[config.mk]
export PLATFORM = sky130hd
export DESIGN_NAME = timer_bank
export DESIGN_NICKNAME = d
export VERILOG_FILES = /design/src/rtl/timer_bank.sv
export SDC_FILE = /design/constraint.sdc
export NUM_CORES = 1
export LEC_CHECK = 0
export BUFFER_PORTS_ARGS = -buffer_cell sky130_fd_sc_hd__buf_2
export CAP_MARGIN = 40
export CORE_UTILIZATION = 50
export CTS_BUF_LIST = sky130_fd_sc_hd__clkbuf_16
export CTS_CLUSTER_DIAMETER = 80
export DETAILED_ROUTE_END_ITERATION = 6
export PLACE_DENSITY_LB_ADDON = 0.05
export SYNTH_ARGS = -nofsm -noshare
export SYNTH_HDL_FRONTEND = slang
export SYNTH_SLANG_ARGS = --single-unit
[constraint.sdc]
create_clock -name clk -period 3.7 [get_ports clk]
set_input_delay 0.37 -clock clk [delete_from_list [all_inputs] [get_ports clk]]
set_output_delay 0.37 -clock clk [all_outputs]
set_load 0.005 [all_outputs]
[src/rtl/timer_bank.sv]
module timer_bank #(
  parameter int NCH      = 6,
  parameter int DW       = 32,
  parameter int AW       = 8,
  parameter logic [7:0] CTRL_RST = 8'h04
) (
  input  logic          clk,
  input  logic          rst_n,
  input  logic          tick,
  input  logic          wr_en,
  input  logic [AW-1:0] addr,
  input  logic [DW-1:0] wdata,
  output logic [DW-1:0] rdata,
  output logic [NCH-1:0] irq
);
  localparam int UW = AW - 4;
  localparam int B_EN = 0, B_RL = 1, B_MD = 7;
  localparam logic [AW-1:0] OFF_IEN = AW'(8'h00);
  localparam logic [AW-1:0] OFF_STS = AW'(8'h04);
  localparam logic [AW-1:0] OFF_WD0 = AW'(8'h80);
  localparam logic [AW-1:0] OFF_WD1 = AW'(8'h84);

  logic [7:0]    ctrl [NCH];
  logic [DW-1:0] ival [NCH];
  logic [DW-1:0] cnt  [NCH];
  logic [NCH-1:0] ien, sts, irq_q, expire, sts_clr;
  logic [NCH-1:0] wr_ctl, wr_ivl, wr_cnt;
  logic [DW-1:0] wd0, wd1;

  wire [UW-1:0] slot = addr[AW-1:4];
  wire [3:0]    sub  = addr[3:0];

  assign sts_clr = (wr_en && addr == OFF_STS) ? wdata[NCH-1:0] : '0;
  assign irq     = irq_q;

  always_comb begin
    for (int i = 0; i < NCH; i++) begin
      expire[i] = tick && ctrl[i][B_EN] && (cnt[i] <= DW'(1));
      wr_ctl[i] = wr_en && slot == UW'(i + 1) && sub == 4'h0;
      wr_ivl[i] = wr_en && slot == UW'(i + 1) && sub == 4'h4;
      wr_cnt[i] = wr_en && slot == UW'(i + 1) && sub == 4'h8;
    end
  end

  always_ff @(posedge clk or negedge rst_n) begin
    if (!rst_n) begin
      ien   <= '0;
      sts   <= '0;
      irq_q <= '0;
      wd0   <= '0;
      wd1   <= '0;
      for (int i = 0; i < NCH; i++) begin
        ctrl[i] <= CTRL_RST;
        ival[i] <= '0;
        cnt[i]  <= '0;
      end
    end else begin
      irq_q <= expire;
      sts   <= (sts & ~sts_clr) | expire;
      if (wr_en && addr == OFF_IEN) ien <= wdata[NCH-1:0];
      if (wr_en && addr == OFF_WD0) wd0 <= wdata;
      if (wr_en && addr == OFF_WD1) wd1 <= wdata;
      for (int i = 0; i < NCH; i++) begin
        if (expire[i]) begin
          if (ctrl[i][B_MD]) begin
            cnt[i]        <= '0;
            ctrl[i][B_EN] <= 1'b0;
          end else begin
            cnt[i] <= ival[i];
          end
        end else if (tick && ctrl[i][B_EN]) begin
          cnt[i] <= cnt[i] - DW'(1);
        end
        if (wr_ivl[i]) ival[i] <= wdata;
        if (wr_cnt[i]) cnt[i] <= wdata;
        if (wr_ctl[i]) begin
          ctrl[i] <= wdata[7:0];
          if (wdata[B_RL]) cnt[i] <= ival[i];
        end
      end
    end
  end

  always_comb begin
    rdata = '0;
    case (addr)
      OFF_IEN: rdata = DW'(ien);
      OFF_STS: rdata = DW'(sts);
      OFF_WD0: rdata = wd0;
      OFF_WD1: rdata = wd1;
      default: ;
    endcase
    for (int i = 0; i < NCH; i++) begin
      if (slot == UW'(i + 1)) begin
        case (sub)
          4'h0: rdata = DW'(ctrl[i]);
          4'h4: rdata = ival[i];
          4'h8: rdata = cnt[i];
          default: ;
        endcase
      end
    end
  end

  for (genvar g = 0; g < NCH; g++) begin : g_chk
    assert_irq_has_status_R6: assert property (@(posedge clk) disable iff (!rst_n)
      irq_q[g] |-> sts[g]);
    assert_oneshot_stops_R7: assert property (@(posedge clk) disable iff (!rst_n)
      (expire[g] && ctrl[g][B_MD] && !wr_ctl[g] && !wr_cnt[g])
        |=> (!ctrl[g][B_EN] && cnt[g] == '0));
    assert_idle_holds_R5: assert property (@(posedge clk) disable iff (!rst_n)
      (!ctrl[g][B_EN] && !wr_ctl[g] && !wr_cnt[g]) |=> $stable(cnt[g]));
    assert_w1c_R3: assert property (@(posedge clk) disable iff (!rst_n)
      (sts_clr[g] && !expire[g]) |=> !sts[g]);
  end
endmodule

==> reports/qor.txt <==
outcome: finished clean
Post-synth EDFFs: 0
final setup TNS: 0 ns
Synth cell types: 90
reg2reg start: cnt[40]
Syn Std Cell Area: 29560 um2
TritonRoute pass-1 iters: 6
DRC Markers: 0
worst-case clock buffer depth: 3
Worst VDD drop: 0.4922 mV
Num CTS Buffers: 58
Max-Cap Viols: 0
die area: 60090 um2
fraction of layout cells with a size suffix above 1: 19.44%
area grow syn2layout: 12.01%
RSZ-0062 raised after global routing: false
Worst slew margin: 40.71%
port bufs: 81
Final setup viols: 0
Area contributors post-synth: dfrtp_1, mux2_2, o21ai_0, a22oi_1, nand2_1
sequential-to-total area share from yosys stat: 43.54%
Tot GR Track Use: 38.78%
area leader, netlist: dfrtp_1
synthesized area per cell: 9.600 um2
Slew Limit Fails: 0
Tmin final: 3.413 ns
DIE HEIGHT: 245.1 um
top-area cell type share of the netlist area: 43.01%
Slew @ Worst Pin: 0.8813 ns
Post-DRT Antenna Nets: 0
Top FF cell, synth: dfrtp_1
hold path startpoint: wdata[5]
#FFs+latches synth: 514
via count: 27220
final hold vios: 0
Post-synth ARST share: 100.0%
DP Cell Count: 3802
crit path DAT: 3.04 ns
Leakage: 14.64 nW
nets@finish: 3154
Syn Nets: 3135
initial DRC count: 3352
CP required: 3.33 ns
kind of critical path: primary input to output port
total wire length: 116400 um
pin count of the biggest net entering global routing: 97
I/O pin count: 82
global-route wire length before repair: 174500 um
clock sink count: 514
Final Instance Count excl. Fillers: 3910
H-tree Lvls: 2
drt wl/cell: 29.78 um
Cells after Synth: 3079
Max FO, Critical Path: 26
f_max: 0.2930 GHz
pwr dens: 566.4 nW/um2
HP Class: primary input to register
remaining global-route overflow: 0
CTS Root Cell: clkbuf_16
worst skew pair latency: 0.64 ns
Critical R2R Capture: cnt[46]
Vias/cell: 6.961
CTS tree: yes
CP startpoint kind: primary input
setup skew after layout: 0.02498 ns
initial core utilization: 50.94%
initial antenna violation count: 3
fin crit share: 92.24%
fin util: 57.06%
Synth Warn #: 0
Site Rows: 88
Chip Width: 245.1 um
Worst Hold Depth: 2
core footprint: 58030 um2
postcts setup bufs: 0
Setup crit end kind: output port
clk slew on worst S/H paths: 0.06 ns
Fin Hold WS: 0.1561 ns
gp weighted congestion: 1.007
dpl hpwl: 81510 um
reg2reg path depth: 7
reg2reg setup slack: 0.61 ns
Min-Delay Endpoint: cnt[69]
number of global-route vias before repair: 26170
-- cell usage after synthesis, types with 42 or more instances --
cell,instances
nor2_1,212
dfrtp_1,508
xor2_1,55
a22oi_1,145
o22ai_1,57
mux2_2,248
nand2_1,255
xnor2_1,101
nor4_1,58
nand3_1,51
a221o_1,75
nor3_1,96
a21oi_1,155
a221oi_1,66
or3_1,42
o21ai_0,261
clkbuf_1,217
-- repair_timing --
action / 4_1_cts / 5_1_grt
gates resized for setup: 0 / 0
hold endpoints to repair: 83 / 0
hold buffers: 1 / 0
-- sequential cells by signal, indices dropped and copies added (netlist names) --
signal / count
irq: 6
ctrl: 48
ien: 6
wd0: 32
wd1: 32
ival: 192
cnt: 192
sts: 6
-- power by group --
group / internal [W] / total, W / switching [W]
clock network: 0.00330 / 0.00574 / 0.00245
logic: 0.00205 / 0.00538 / 0.00333
registers: 0.00646 / 0.00763 / 0.00117
total: 0.0118 / 0.0188 / 0.00695
-- per-layer routing --
layer,part of all wire [%],up-vias,global-route usage (%),wire length [um]
met4,4.2,0,14.72,4899
li1,-,11630,-,-
met2,43,1616,56.70,49830
met5,0,-,0,0
met3,10,244,8.441,11790
met1,43,13730,55.85,49930
-- area by class of cell --
cell class	count	area, um2
clock inverter	44	330.3
inverter	25	93.84
tap	765	957.2
clock buffer	61	1526
fill	5143	24920
sequential	514	12870
antenna	2	5.005
timing repair buffer	217	1642
multi-input combinational	2282	15680
-- cells in the final DEF (no fill, tap or decap), drive strengths merged, types with 8 or more instances in the layout --
cell,count
a211oi,10
a21o,9
a21oi,155
a221o,75
a221oi,66
a22o,13
a22oi,145
a31oi,19
a41o,20
buf,216
clkbuf,61
clkinv,26
dfrtp,508
ha,12
inv,36
mux2,254
mux2i,36
nand2,257
nand2b,14
nand3,51
nand3b,10
nand4,18
nand4b,13
nor2,212
nor2b,13
nor3,96
nor3b,12
nor4,63
nor4b,10
o211ai,14
o21ai,282
o221ai,8
o22ai,57
o31ai,11
or2,17
or3,42
or4,23
xnor2,101
xor2,55
-- logic make-up after synthesis --
kind of cell / after synthesis / share of synthesized area, %
fa+ha+maj: 12 / 0.5080
compound gates: 937 / 21.33
xor+xnor: 156 / 4.623
simple gates: 887 / 15.32
flops: 514 / 43.54
buf+inv: 283 / 3.784
mux: 290 / 10.90
-- worst max-delay path by stage --
stage	start	to	slack, ns	cells past startpoint
finish	addr[7]	rdata[9]	0.29	8
global route	addr[7]	rdata[10]	0.29	8
CTS	addr[7]	rdata[9]	0.38	8
detailed placement	addr[7]	rdata[9]	0.38	8
global placement	addr[7]	rdata[30]	0.43	8
floorplan	addr[1]	rdata[6]	1.09	8
-- critical path, stage by stage --
cell	delay, ns
buf_2	0.38
or4b_1	0.60
nor2_2	0.12
buf_4	0.32
a221oi_1	0.13
o21ai_0	0.69
a41o_1	0.29
buf_2	0.11
-- through the flow --
| stage | setup WS, ns | power (W) | cell area (um2) |
|---|---|---|---|
| 3_5_place_dp | 0.3758 | 0.01282 | 31240 |
| 3_3_place_gp | 0.4286 | 0.01271 | 31230 |
| 2_1_floorplan | 1.090 | 0.01073 | 29560 |
| 5_1_grt | 0.2917 | 0.01956 | 33100 |
| 4_1_cts | 0.3788 | 0.01857 | 33100 |
| 6_report | 0.2872 | 0.01875 | 33110 |
Power figures use the tool's default switching activity.
